--- src/rtl/coh_dir_pkg.sv ---
package coh_dir_pkg;
   typedef enum logic [1:0] {
      DS_UNC = 2'd0,
      DS_SHR = 2'd1,
      DS_EXC = 2'd2
   } dstate_e;

   localparam logic [1:0] RSP_DATA     = 2'd1;
   localparam logic [1:0] RSP_GRANT    = 2'd2;
   localparam logic [1:0] PRB_INV      = 2'd1;
   localparam logic [1:0] PRB_FETCH    = 2'd2;
   localparam logic [1:0] PRB_FETCHINV = 2'd3;
endpackage

--- src/rtl/coh_dir_store.sv ---
module coh_dir_store
   import coh_dir_pkg::*;
#(
   parameter int NBLK   = 8,
   parameter int NCACHE = 4,
   parameter int BW     = 3
) (
   input  logic              clk,
   input  logic              rst_n,
   input  logic [BW-1:0]     a_blk,
   output dstate_e           a_state,
   output logic [NCACHE-1:0] a_pres,
   input  logic [BW-1:0]     q_blk,
   output dstate_e           q_state,
   output logic [NCACHE-1:0] q_pres,
   input  logic              wr_en,
   input  logic [BW-1:0]     wr_blk,
   input  dstate_e           wr_state,
   input  logic [NCACHE-1:0] wr_pres
);
   dstate_e           st_q [NBLK];
   logic [NCACHE-1:0] pr_q [NBLK];

   always_ff @(posedge clk) begin
      if (!rst_n) begin
         for (int b = 0; b < NBLK; b++) begin
            st_q[b] <= DS_UNC;
            pr_q[b] <= '0;
         end
      end else if (wr_en) begin
         st_q[wr_blk] <= wr_state;
         pr_q[wr_blk] <= wr_pres;
      end
   end

   assign a_state = st_q[a_blk];
   assign a_pres  = pr_q[a_blk];
   assign q_state = st_q[q_blk];
   assign q_pres  = pr_q[q_blk];

   AST_WR_EXCL_ONE: assert property (@(posedge clk) disable iff (!rst_n)
      (wr_en && wr_state == DS_EXC) |-> ($countones(wr_pres) == 1));

   for (genvar b = 0; b < NBLK; b++) begin : g_inv
      AST_EXCL_ONE_OWNER: assert property (@(posedge clk) disable iff (!rst_n)
         (st_q[b] == DS_EXC) |-> ($countones(pr_q[b]) == 1));
      AST_UNC_EMPTY: assert property (@(posedge clk) disable iff (!rst_n)
         (st_q[b] == DS_UNC) |-> (pr_q[b] == '0));
      AST_SHR_NONEMPTY: assert property (@(posedge clk) disable iff (!rst_n)
         (st_q[b] == DS_SHR) |-> (pr_q[b] != '0));
   end
endmodule

--- src/rtl/coh_dir_mem.sv ---
module coh_dir_mem #(
   parameter int          NBLK         = 8,
   parameter int          DW           = 16,
   parameter int          BW           = 3,
   parameter logic [DW-1:0] SEED       = '0,
   parameter bit          INIT_INDEXED = 1'b1
) (
   input  logic          clk,
   input  logic          rst_n,
   input  logic [BW-1:0] rd_addr,
   output logic [DW-1:0] rd_data,
   input  logic          wr_en,
   input  logic [BW-1:0] wr_addr,
   input  logic [DW-1:0] wr_data
);
   logic [DW-1:0] init_val [NBLK];
   logic [DW-1:0] mem_q    [NBLK];

   for (genvar b = 0; b < NBLK; b++) begin : g_init
      if (INIT_INDEXED) begin : g_idx
         assign init_val[b] = SEED + DW'(b);
      end else begin : g_flat
         assign init_val[b] = SEED;
      end
   end

   always_ff @(posedge clk) begin
      if (!rst_n) begin
         for (int b = 0; b < NBLK; b++) mem_q[b] <= init_val[b];
      end else if (wr_en) begin
         mem_q[wr_addr] <= wr_data;
      end
   end

   assign rd_data = mem_q[rd_addr];
endmodule

--- src/rtl/coh_dir_engine.sv ---
module coh_dir_engine
   import coh_dir_pkg::*;
#(
   parameter int NCACHE = 4,
   parameter int DW     = 16,
   parameter int CW     = 2,
   parameter int BW     = 3
) (
   input  logic              clk,
   input  logic              rst_n,
   input  logic              req_valid,
   input  logic [CW-1:0]     req_src,
   input  logic [BW-1:0]     req_blk,
   input  logic              req_wr,
   input  dstate_e           cur_state,
   input  logic [NCACHE-1:0] cur_pres,
   output logic [BW-1:0]     mem_raddr,
   input  logic [DW-1:0]     mem_rdata,
   input  logic [NCACHE-1:0] ack_valid,
   input  logic [DW-1:0]     ack_data,
   output logic              sw_en,
   output logic [BW-1:0]     sw_blk,
   output dstate_e           sw_state,
   output logic [NCACHE-1:0] sw_pres,
   output logic              mw_en,
   output logic [BW-1:0]     mw_addr,
   output logic [DW-1:0]     mw_data,
   output logic              rsp_valid,
   output logic [CW-1:0]     rsp_dst,
   output logic [1:0]        rsp_kind,
   output logic [DW-1:0]     rsp_data,
   output logic              rty_valid,
   output logic [CW-1:0]     rty_dst,
   output logic              prb_valid,
   output logic [BW-1:0]     prb_blk,
   output logic [1:0]        prb_kind,
   output logic [NCACHE-1:0] prb_mask
);
   typedef enum logic {E_IDLE, E_WAIT} est_e;

   est_e              st, st_n;
   logic [NCACHE-1:0] pend, pend_n, h_pres, h_pres_n;
   logic [BW-1:0]     h_blk, h_blk_n;
   logic [CW-1:0]     h_src, h_src_n;
   logic              h_wr, h_wr_n, h_fetch, h_fetch_n;
   logic [NCACHE-1:0] src_bit, h_bit, others, pend_left;
   logic              owner_src;
   logic              o_rv, o_ry, o_pv;
   logic [CW-1:0]     o_rdst, o_ydst;
   logic [1:0]        o_rk, o_pk;
   logic [DW-1:0]     o_rd;
   logic [NCACHE-1:0] o_pm;

   assign mem_raddr = (st == E_WAIT) ? h_blk : req_blk;
   assign mw_addr   = h_blk;
   assign mw_data   = ack_data;

   always_comb begin
      src_bit = '0;
      src_bit[req_src] = 1'b1;
      h_bit = '0;
      h_bit[h_src] = 1'b1;
      owner_src = (cur_state == DS_EXC) && cur_pres[req_src];
      others    = cur_pres & ~src_bit;
      pend_left = pend & ~ack_valid;
      st_n = st;  pend_n = pend;  h_pres_n = h_pres;  h_blk_n = h_blk;
      h_src_n = h_src;  h_wr_n = h_wr;  h_fetch_n = h_fetch;
      sw_en = 1'b0;  sw_blk = req_blk;  sw_state = DS_UNC;  sw_pres = '0;
      mw_en = 1'b0;
      o_rv = 1'b0;  o_rdst = req_src;  o_rk = RSP_DATA;  o_rd = mem_rdata;
      o_ry = 1'b0;  o_ydst = req_src;
      o_pv = 1'b0;  o_pk = PRB_INV;  o_pm = '0;
      if (st == E_IDLE) begin
         if (req_valid) begin
            h_blk_n = req_blk;  h_src_n = req_src;  h_wr_n = req_wr;  h_pres_n = cur_pres;
            if (owner_src) begin
               o_rv = 1'b1;  o_rk = RSP_GRANT;
            end else if (cur_state == DS_EXC) begin
               o_pv = 1'b1;  o_pm = cur_pres;  o_pk = req_wr ? PRB_FETCHINV : PRB_FETCH;
               pend_n = cur_pres;  h_fetch_n = 1'b1;  st_n = E_WAIT;
            end else if (!req_wr) begin
               o_rv = 1'b1;  o_rk = RSP_DATA;
               sw_en = 1'b1;  sw_state = DS_SHR;  sw_pres = cur_pres | src_bit;
            end else if (others != '0) begin
               o_pv = 1'b1;  o_pm = others;  o_pk = PRB_INV;
               pend_n = others;  h_fetch_n = 1'b0;  st_n = E_WAIT;
            end else begin
               o_rv = 1'b1;  o_rk = cur_pres[req_src] ? RSP_GRANT : RSP_DATA;
               sw_en = 1'b1;  sw_state = DS_EXC;  sw_pres = src_bit;
            end
         end
      end else begin
         pend_n = pend_left;
         o_ry   = req_valid;
         if (pend_left == '0) begin
            st_n = E_IDLE;  sw_en = 1'b1;  sw_blk = h_blk;  o_rv = 1'b1;  o_rdst = h_src;
            if (h_fetch) begin
               mw_en = 1'b1;  o_rk = RSP_DATA;  o_rd = ack_data;
               sw_state = h_wr ? DS_EXC : DS_SHR;
               sw_pres  = h_wr ? h_bit : (h_pres | h_bit);
            end else begin
               sw_state = DS_EXC;  sw_pres = h_bit;
               o_rk = h_pres[h_src] ? RSP_GRANT : RSP_DATA;
            end
         end
      end
   end

   always_ff @(posedge clk) begin
      if (!rst_n) begin
         st <= E_IDLE;  pend <= '0;  h_pres <= '0;  h_blk <= '0;  h_src <= '0;
         h_wr <= 1'b0;  h_fetch <= 1'b0;
         rsp_valid <= 1'b0;  rsp_dst <= '0;  rsp_kind <= '0;  rsp_data <= '0;
         rty_valid <= 1'b0;  rty_dst <= '0;
         prb_valid <= 1'b0;  prb_blk <= '0;  prb_kind <= '0;  prb_mask <= '0;
      end else begin
         st <= st_n;  pend <= pend_n;  h_pres <= h_pres_n;  h_blk <= h_blk_n;
         h_src <= h_src_n;  h_wr <= h_wr_n;  h_fetch <= h_fetch_n;
         rsp_valid <= o_rv;  rsp_dst <= o_rdst;  rsp_kind <= o_rk;  rsp_data <= o_rd;
         rty_valid <= o_ry;  rty_dst <= o_ydst;
         prb_valid <= o_pv;  prb_blk <= h_blk_n;  prb_kind <= o_pk;  prb_mask <= o_pm;
      end
   end

   AST_PRB_PULSE: assert property (@(posedge clk) disable iff (!rst_n)
      prb_valid |=> !prb_valid);
   AST_PRB_NOT_SELF: assert property (@(posedge clk) disable iff (!rst_n)
      prb_valid |-> !prb_mask[h_src]);
   AST_PEND_SHRINK: assert property (@(posedge clk) disable iff (!rst_n)
      (st == E_WAIT && $past(st == E_WAIT)) |-> ((pend & ~$past(pend)) == '0));
   AST_NO_EARLY_RSP: assert property (@(posedge clk) disable iff (!rst_n)
      (st == E_WAIT) |-> !rsp_valid);
   AST_RETRY_HOLDS: assert property (@(posedge clk) disable iff (!rst_n)
      (st == E_WAIT && req_valid) |=> rty_valid);
endmodule

--- src/rtl/coh_dir.sv ---
module coh_dir
   import coh_dir_pkg::*;
#(
   parameter int              NCACHE       = 4,
   parameter int              NBLK         = 8,
   parameter int              DW           = 16,
   parameter logic [DW-1:0]   SEED         = 16'hA000,
   parameter bit              INIT_INDEXED = 1'b1
) (
   input  logic                       clk,
   input  logic                       rst_n,
   input  logic                       req_valid,
   input  logic [$clog2(NCACHE)-1:0]  req_src,
   input  logic [$clog2(NBLK)-1:0]    req_blk,
   input  logic                       req_wr,
   output logic                       rsp_valid,
   output logic [$clog2(NCACHE)-1:0]  rsp_dst,
   output logic [1:0]                 rsp_kind,
   output logic [DW-1:0]              rsp_data,
   output logic                       rty_valid,
   output logic [$clog2(NCACHE)-1:0]  rty_dst,
   output logic                       prb_valid,
   output logic [$clog2(NBLK)-1:0]    prb_blk,
   output logic [1:0]                 prb_kind,
   output logic [NCACHE-1:0]          prb_mask,
   input  logic [NCACHE-1:0]          ack_valid,
   input  logic [DW-1:0]              ack_data,
   input  logic [$clog2(NBLK)-1:0]    qry_blk,
   output logic [1:0]                 qry_state,
   output logic [NCACHE-1:0]          qry_pres
);
   localparam int CW = $clog2(NCACHE);
   localparam int BW = $clog2(NBLK);

   if (NCACHE < 2 || NCACHE > 8) begin : g_chk_nc
      $error("coh_dir: NCACHE must lie in 2..8");
   end
   if (NBLK < 2 || (1 << BW) != NBLK) begin : g_chk_nb
      $error("coh_dir: NBLK must be a power of two and at least 2");
   end
   if (DW < 1) begin : g_chk_dw
      $error("coh_dir: DW must be positive");
   end

   dstate_e           a_state, q_state, sw_state;
   logic [NCACHE-1:0] a_pres, sw_pres;
   logic              sw_en, mw_en;
   logic [BW-1:0]     sw_blk, mw_addr, mem_raddr;
   logic [DW-1:0]     mw_data, mem_rdata;

   coh_dir_store #(.NBLK(NBLK), .NCACHE(NCACHE), .BW(BW)) u_store (
      .clk(clk), .rst_n(rst_n),
      .a_blk(req_blk), .a_state(a_state), .a_pres(a_pres),
      .q_blk(qry_blk), .q_state(q_state), .q_pres(qry_pres),
      .wr_en(sw_en), .wr_blk(sw_blk), .wr_state(sw_state), .wr_pres(sw_pres)
   );

   coh_dir_mem #(.NBLK(NBLK), .DW(DW), .BW(BW), .SEED(SEED), .INIT_INDEXED(INIT_INDEXED)) u_mem (
      .clk(clk), .rst_n(rst_n),
      .rd_addr(mem_raddr), .rd_data(mem_rdata),
      .wr_en(mw_en), .wr_addr(mw_addr), .wr_data(mw_data)
   );

   coh_dir_engine #(.NCACHE(NCACHE), .DW(DW), .CW(CW), .BW(BW)) u_eng (
      .clk(clk), .rst_n(rst_n),
      .req_valid(req_valid), .req_src(req_src), .req_blk(req_blk), .req_wr(req_wr),
      .cur_state(a_state), .cur_pres(a_pres),
      .mem_raddr(mem_raddr), .mem_rdata(mem_rdata),
      .ack_valid(ack_valid), .ack_data(ack_data),
      .sw_en(sw_en), .sw_blk(sw_blk), .sw_state(sw_state), .sw_pres(sw_pres),
      .mw_en(mw_en), .mw_addr(mw_addr), .mw_data(mw_data),
      .rsp_valid(rsp_valid), .rsp_dst(rsp_dst), .rsp_kind(rsp_kind), .rsp_data(rsp_data),
      .rty_valid(rty_valid), .rty_dst(rty_dst),
      .prb_valid(prb_valid), .prb_blk(prb_blk), .prb_kind(prb_kind), .prb_mask(prb_mask)
   );

   assign qry_state = q_state;

   AST_RSP_XOR_PRB: assert property (@(posedge clk) disable iff (!rst_n)
      !(rsp_valid && prb_valid));
endmodule

--- config.mk ---
export PLATFORM = sky130hd
export DESIGN_NAME = coh_dir
export DESIGN_NICKNAME = d
export VERILOG_FILES = /design/src/rtl/coh_dir_pkg.sv /design/src/rtl/coh_dir_store.sv /design/src/rtl/coh_dir_mem.sv /design/src/rtl/coh_dir_engine.sv /design/src/rtl/coh_dir.sv
export SDC_FILE = /design/constraint.sdc
export NUM_CORES = 1
export LEC_CHECK = 0
export ABC_CLOCK_PERIOD_IN_PS = 6800
export BUFFER_PORTS_ARGS = -buffer_cell sky130_fd_sc_hd__buf_2
export CORE_ASPECT_RATIO = 1.75
export CORE_MARGIN = 3
export CORE_UTILIZATION = 55
export CTS_CLUSTER_SIZE = 20
export DETAILED_ROUTE_END_ITERATION = 7
export MAX_ROUTING_LAYER = met4
export PLACE_DENSITY = 0.74
export SLEW_MARGIN = 5
export SYNTH_ARGS = -nofsm -noshare
export SYNTH_HDL_FRONTEND = slang
export SYNTH_SLANG_ARGS = --single-unit
--- constraint.sdc ---
create_clock -name clk -period 6.8 [get_ports clk]
set_input_delay 1.7 -clock clk [delete_from_list [all_inputs] [get_ports clk]]
set_output_delay 1.7 -clock clk [all_outputs]
set_load 0.01 [all_outputs]
# Word-level counts from Yosys, hierarchy flattened
# Memories as Yosys holds them, arrays and structs flattened.
# Index checks and enable logic that the tools add are counted.
# W data, S select, Z words.
[op_classes] bitwise=11 order_cmp=4 reduce_logical=20 eq_ne=2 n_mux=97
[op_table] operator="$mux W4" count=19
[op_table] operator="$mux W16" count=4
[op_table] operator="$mux W2" count=22
[op_table] operator="$mux W1" count=42
[op_table] operator="$mux W3" count=6
[op_table] operator="$reduce_or A16 Y1" count=1
[op_table] operator="$and A4 B4 Y4" count=2
[op_table] operator="$not A4 Y4" count=2
[op_table] operator="$or A4 B4 Y4" count=2
[op_table] operator="$reduce_or A4 Y1" count=2
[op_table] operator="$lt A2 B3 Y1 const B" count=2
[op_table] operator="$reduce_bool A2 Y1" count=3
[op_table] operator="$reduce_bool A3 Y1" count=2
[op_table] operator="$not A1 Y1" count=5
[op_table] operator="$reduce_and A5 Y1" count=1
[op_table] operator="$reduce_or A5 Y1" count=1
[op_table] operator="$bmux W1 S2" count=2
[op_table] operator="$demux W1 S2" count=2
[op_table] operator="$ge A2 B1 Y1 const B" count=2
[op_table] operator="$logic_not A4 Y1" count=1
[op_table] operator="$reduce_and A2 Y1" count=2
[op_table] operator="$reduce_and A4 Y1" count=1
[op_table] operator="$reduce_bool A4 Y1" count=1
[op_table] operator="$reduce_or A2 Y1" count=2
[op_table] operator="other kinds (3)" count=5
[word_totals] elab_cells=154 in_bits=32 out_inout_bits=40 ram_bits=176 n_memories=3 regBits=47
[mem_list] memory="u_mem.mem_q" depth=8 word_bits=16 rd=1 rd_clocked_by_memory_dff=0 write_ports=8 line_no="coh_dir_mem.sv:17" text="logic [DW-1:0] mem_q [NBLK];"
[mem_list] memory="u_store.pr_q" depth=8 word_bits=4 rd=2 rd_clocked_by_memory_dff=0 write_ports=8 line_no="coh_dir_store.sv:22" text="logic [NCACHE-1:0] pr_q [NBLK];"
[mem_list] memory="u_store.st_q" depth=8 word_bits=2 rd=2 rd_clocked_by_memory_dff=0 write_ports=8 line_no="coh_dir_store.sv:21" text="dstate_e st_q [NBLK];"

# Logic depth before layout (Yosys ltp)
[logic_depth] ltp_word=18 mapped_depth=9 depth_no_buf=6

# By module
# From an unflattened synthesis, not the netlist that was laid out.
[hier_totals] hier_cells=821 area_unflattened_um2=10930.5
[by_module_without_submodules] module="coh_dir_mem" cells_per_inst=371 seq_area_each_um2=3843.7 instances=1 area_each_um2=5833.1
[by_module_without_submodules] module="coh_dir_store" cells_per_inst=169 seq_area_each_um2=1441.4 instances=1 area_each_um2=2642.5
[by_module_without_submodules] module="coh_dir_engine" cells_per_inst=281 seq_area_each_um2=940.9 instances=1 area_each_um2=2454.9

# Least setup slack after synthesis
# Ideal clock, no wire load.
[synth_path] kind="input-to-reg" startpoint="input port req_blk[1]" endpoint="memory u_store.pr_q[5][0] (enable)" required_ns=6.423 setup_time_ns=0.377 path_buffers=3 path_stages=9 t_arrival_ns=4.699 setup_slack_ns=1.724 cell_sequence="clkbuf_1 inv_1 clkbuf_1 mux4_2 or4_4 a311oi_4 o211ai_4 buf_2 o21ai_0"
[synth_lines] element="from (decl)" line_no="coh_dir.sv:14" text="input logic [$clog2(NBLK)-1:0] req_blk,"
[synth_lines] element="to (decl)" line_no="coh_dir_store.sv:22"

==> results.sh <==
export IMPL_run_status="finished clean"
export IMPL_cts_path_max_buffers=3
export IMPL_layout_drive_gt1_share_pct=22.9
export IMPL_synth_top_family_by_area="multiplexers"
export IMPL_p_total_uw=3020
export IMPL_grt_pass1_vias=6988
export IMPL_cts_hold_buf=0
export IMPL_rsz0062_at_grt="false"
export IMPL_synth_edf_count=176
export IMPL_routed_via_count=6750
export IMPL_crit_path_max_incr_delay_ns=0.80
export IMPL_grt_max_degree=36
export IMPL_numCtsBuffers=21
export IMPL_routed_wl_um=26000
export IMPL_fin_cells=1067
export IMPL_grt_first_pass_wirelength_um=39700
export IMPL_crit_path_max_fanout=28
export IMPL_intPower_uw=2320
export IMPL_syn_to_final_growth_pct=11.8
export IMPL_via_per_inst=6.33
export IMPL_required_ns=6.91
export IMPL_fp_dieH_um=188
export IMPL_num_io_pins=72
export IMPL_start_util_pct=56.0
export IMPL_synth_async_reset_ratio_pct=0
export IMPL_clock_skew_final_ns=0.0192
export IMPL_switchingPower_uw=702
export IMPL_reg2reg_to="u_store.pr_q[2][3]"
export IMPL_max_freq_mhz=182
export IMPL_synth_fp_nets=792
export IMPL_path_cells="buf_2, mux4_1, mux4_2, or4_1, a311oi_4, o2111ai_4, o21ai_0"
export IMPL_cts_tree="built"
export IMPL_power_density_mw_per_mm2=260
export IMPL_synth_seq_area_share_pct=59.8
export IMPL_fp_dieArea_mm2=0.0207
export IMPL_ant_nets=0
export IMPL_critPathKind="input port to flop"
export IMPL_p_leak_uw=0.00411
export IMPL_period_needed_ns=5.48
export IMPL_comb_power_share_pct=11.0
export IMPL_drt_iter0_drc=514
export IMPL_place_congestion=0.953
export IMPL_maxSlewViolCount=0
export IMPL_avgSynthCellArea_um2=13.7
export IMPL_htree_levels=1
export IMPL_gr_total_overflow=0
export IMPL_finalHoldViolations=0
export IMPL_io_buffers=71
export IMPL_rows=66
export IMPL_finalSetupViolations=0
export IMPL_synthesis_area_mm2=0.0104
export IMPL_yosys_warnings=0
export IMPL_antenna_found_initial=0
export IMPL_reg2reg_slack_ns=2.67
export IMPL_pre_cts_ws_ns=0.865
export IMPL_die_x_um=110
export IMPL_track_usage_pct=26.7
export IMPL_synthSimpleGateAreaFrac_pct=14.8
export IMPL_arrival_ns=5.59
export IMPL_hold_path_depth=2
export IMPL_tightestPinTransition_ns=1.12
export IMPL_power_switching_share_pct=23.2
export IMPL_synth_mux_area_share_pct=16.5
export IMPL_startpoint="req_blk[0]"
export IMPL_fin_crit_sh_pct=80.7
export IMPL_core_area_mm2=0.0186
export IMPL_vdd_ir_drop_max_v=0.000220
export IMPL_reg2reg_depth=6
export IMPL_seqPwrFrac_pct=51.4
export IMPL_cts_resized=0
export IMPL_routedWlPerCell_um=24.3
export IMPL_start_kind="input port"
export IMPL_min_delay_start="u_eng.pend[3]"
export IMPL_dp_cells=1030
export IMPL_clockPowerShare_pct=37.7
export IMPL_synth_compound_area_share_pct=6.08
export IMPL_r2r_start="u_store.pr_q[4][1]"
export IMPL_yosys_area_share_adder_pct=0
export IMPL_clockRootBuffer="clkbuf_16"
export IMPL_cap_viol_max_count=0
export IMPL_drc=0
export IMPL_clkLatencyLatePin_ns=0.50
export IMPL_setup_slack_ns=1.32
export IMPL_diodes=0
export IMPL_ys_ff_latch=223
export IMPL_end_kind="flop"
export IMPL_cts_sinks=223
export IMPL_relSlewSlack_pct=25.3
export IMPL_first_pass_iters=5
export IMPL_synth_xor_area_share_pct=0
export IMPL_clk_pin_slew_worst_paths_ns=0.06
export IMPL_synth_cells=760
export IMPL_dpl_hpwl_um=17800
export IMPL_synthFlopType="edfxtp_1"
export IMPL_tns_ns=0
export IMPL_crit_path_top_delay_cell="o21ai_0"
export IMPL_nets=847
export IMPL_yosysUniqueCellTypes=49
export IMPL_utilization_pct=62.6
export IMPL_cts_setup_buffers=0
export IMPL_hp_class="flop to flop"
export IMPL_holdPathEnd="u_eng.pend[3]"
## worst max path at each step
stage | endpoint | slack, ns
finish | u_store.pr_q[2][3] | 1.32
global route | u_store.pr_q[0][0] | 1.07
CTS | u_store.pr_q[2][3] | 1.34
detailed placement | u_store.pr_q[2][3] | 0.86
global placement | u_store.st_q[0][0] | 1.02
floorplan | u_store.pr_q[5][0] | 1.72
## power groups by stage
stage	clock network, uW	registers [uW]	logic (uW)
floorplan	0	1570	216
global placement	0	1580	326
detailed placement	0	1580	331
CTS	1160	1550	334
global route	1210	1560	357
finish	1140	1550	332
## synth_stat cells (all sizes together) (2+ instances only)
master / number / area [um^2]
clkbuf: 47 / 176
a22oi: 2 / 15.0
or3: 25 / 156
and3: 4 / 25.0
a211oi: 20 / 150
and2: 103 / 644
nor2: 41 / 154
mux2i: 26 / 260
a31oi: 6 / 37.5
o21ai: 20 / 100
o22ai: 4 / 25.0
a311oi: 2 / 35.0
inv: 9 / 33.8
dfxtp: 47 / 941
o21a: 2 / 15.0
nor3: 50 / 255
or4: 2 / 18.8
nor2b: 8 / 50.1
buf: 11 / 82.6
mux4: 58 / 1320
a32o: 4 / 40.0
a21oi: 16 / 80.1
nand2: 33 / 124
edfxtp: 176 / 5290
nand2b: 10 / 62.6
nand3: 6 / 30.0
mux2: 12 / 135
a32oi: 4 / 35.0
## cell usage in the layout (no fill, tap or decap), types with 2 or more instances in the layout
master	instances
nand2b_1	10
o21a_1	2
and3_1	4
mux2_2	12
nor2b_1	8
a32oi_1	4
a32o_1	4
mux2i_1	23
inv_1	9
clkbuf_16	21
and2_1	103
a211oi_1	20
nor3_1	49
bufinv_16	2
a21oi_1	16
nand3_1	6
dfxtp_1	47
o21ai_0	12
edfxtp_1	176
o21ai_1	8
buf_4	19
mux4_1	4
clkbuf_1	9
a31oi_1	6
nor2_1	41
buf_2	71
nand2_1	33
or3_1	25
clkbuf_8	2
mux4_2	54
a22oi_1	2
o22ai_1	4
mux2i_4	2
clkinv_1	3
## flip-flops by register name, indices dropped and copies added, names as in the netlist
signal / count
u_mem.mem_q: 128
u_eng.rsp_kind: 2
u_eng.rsp_valid: 1
u_eng.rty_dst: 2
u_eng.prb_valid: 1
u_eng.st: 1
u_eng.h_src: 2
u_eng.h_wr: 1
u_eng.prb_mask: 4
u_eng.pend: 4
u_eng.h_pres: 4
u_eng.rsp_dst: 2
u_eng.rty_valid: 1
u_eng.h_fetch: 1
u_store.pr_q: 32
u_eng.prb_blk: 3
u_store.st_q: 16
u_eng.prb_kind: 2
u_eng.rsp_data: 16
## cell families (layout without fill, tap and decap cells)
| logic type | Yosys count | after routing |
|---|---|---|
| simple gates | 285 | 285 |
| flops | 223 | 223 |
| mux | 96 | 96 |
| compound gates | 88 | 88 |
| buf+inv | 68 | 137 |
## through the flow
stage | area (um^2) | hold slack (ns)
final | 11600 | 0.479
after global placement | 11000 | 0.451
after detailed placement | 11000 | 0.462
after CTS | 11600 | 0.478
after global routing | 11600 | 0.488
after floorplan | 10400 | 0.439
## routing by layer
| metal | track usage (%) | wire length, um | vias to the layer above |
|---|---|---|---|
| met4 | 15.5 | 1780 | 0 |
| met2 | 45.5 | 14000 | 309 |
| met5 | - | 0 | - |
| met3 | 3.93 | 1600 | 111 |
| met1 | 29.0 | 8550 | 3330 |
| li1 | - | - | 3000 |
## area by class of cell
cell class / instances / area (um^2)
Tap cell: 238 / 298
Inverter: 10 / 37.5
Clock inverter: 5 / 75.1
Clock buffer: 32 / 587
Multi-Input combinational cell: 469 / 3920
Timing Repair Buffer: 90 / 498
Fill cell: 1399 / 6940
Sequential cell: 223 / 6230
## critical path, delay by kind of cell
kind	cells	cell delay, ns
AOI/OAI and AO/OA	3	1.74
and+or+nand+nor	1	0.50
buffers and inverters	1	0.49
muxes	2	1.17
Note: power is estimated with default switching activity, not from simulation.
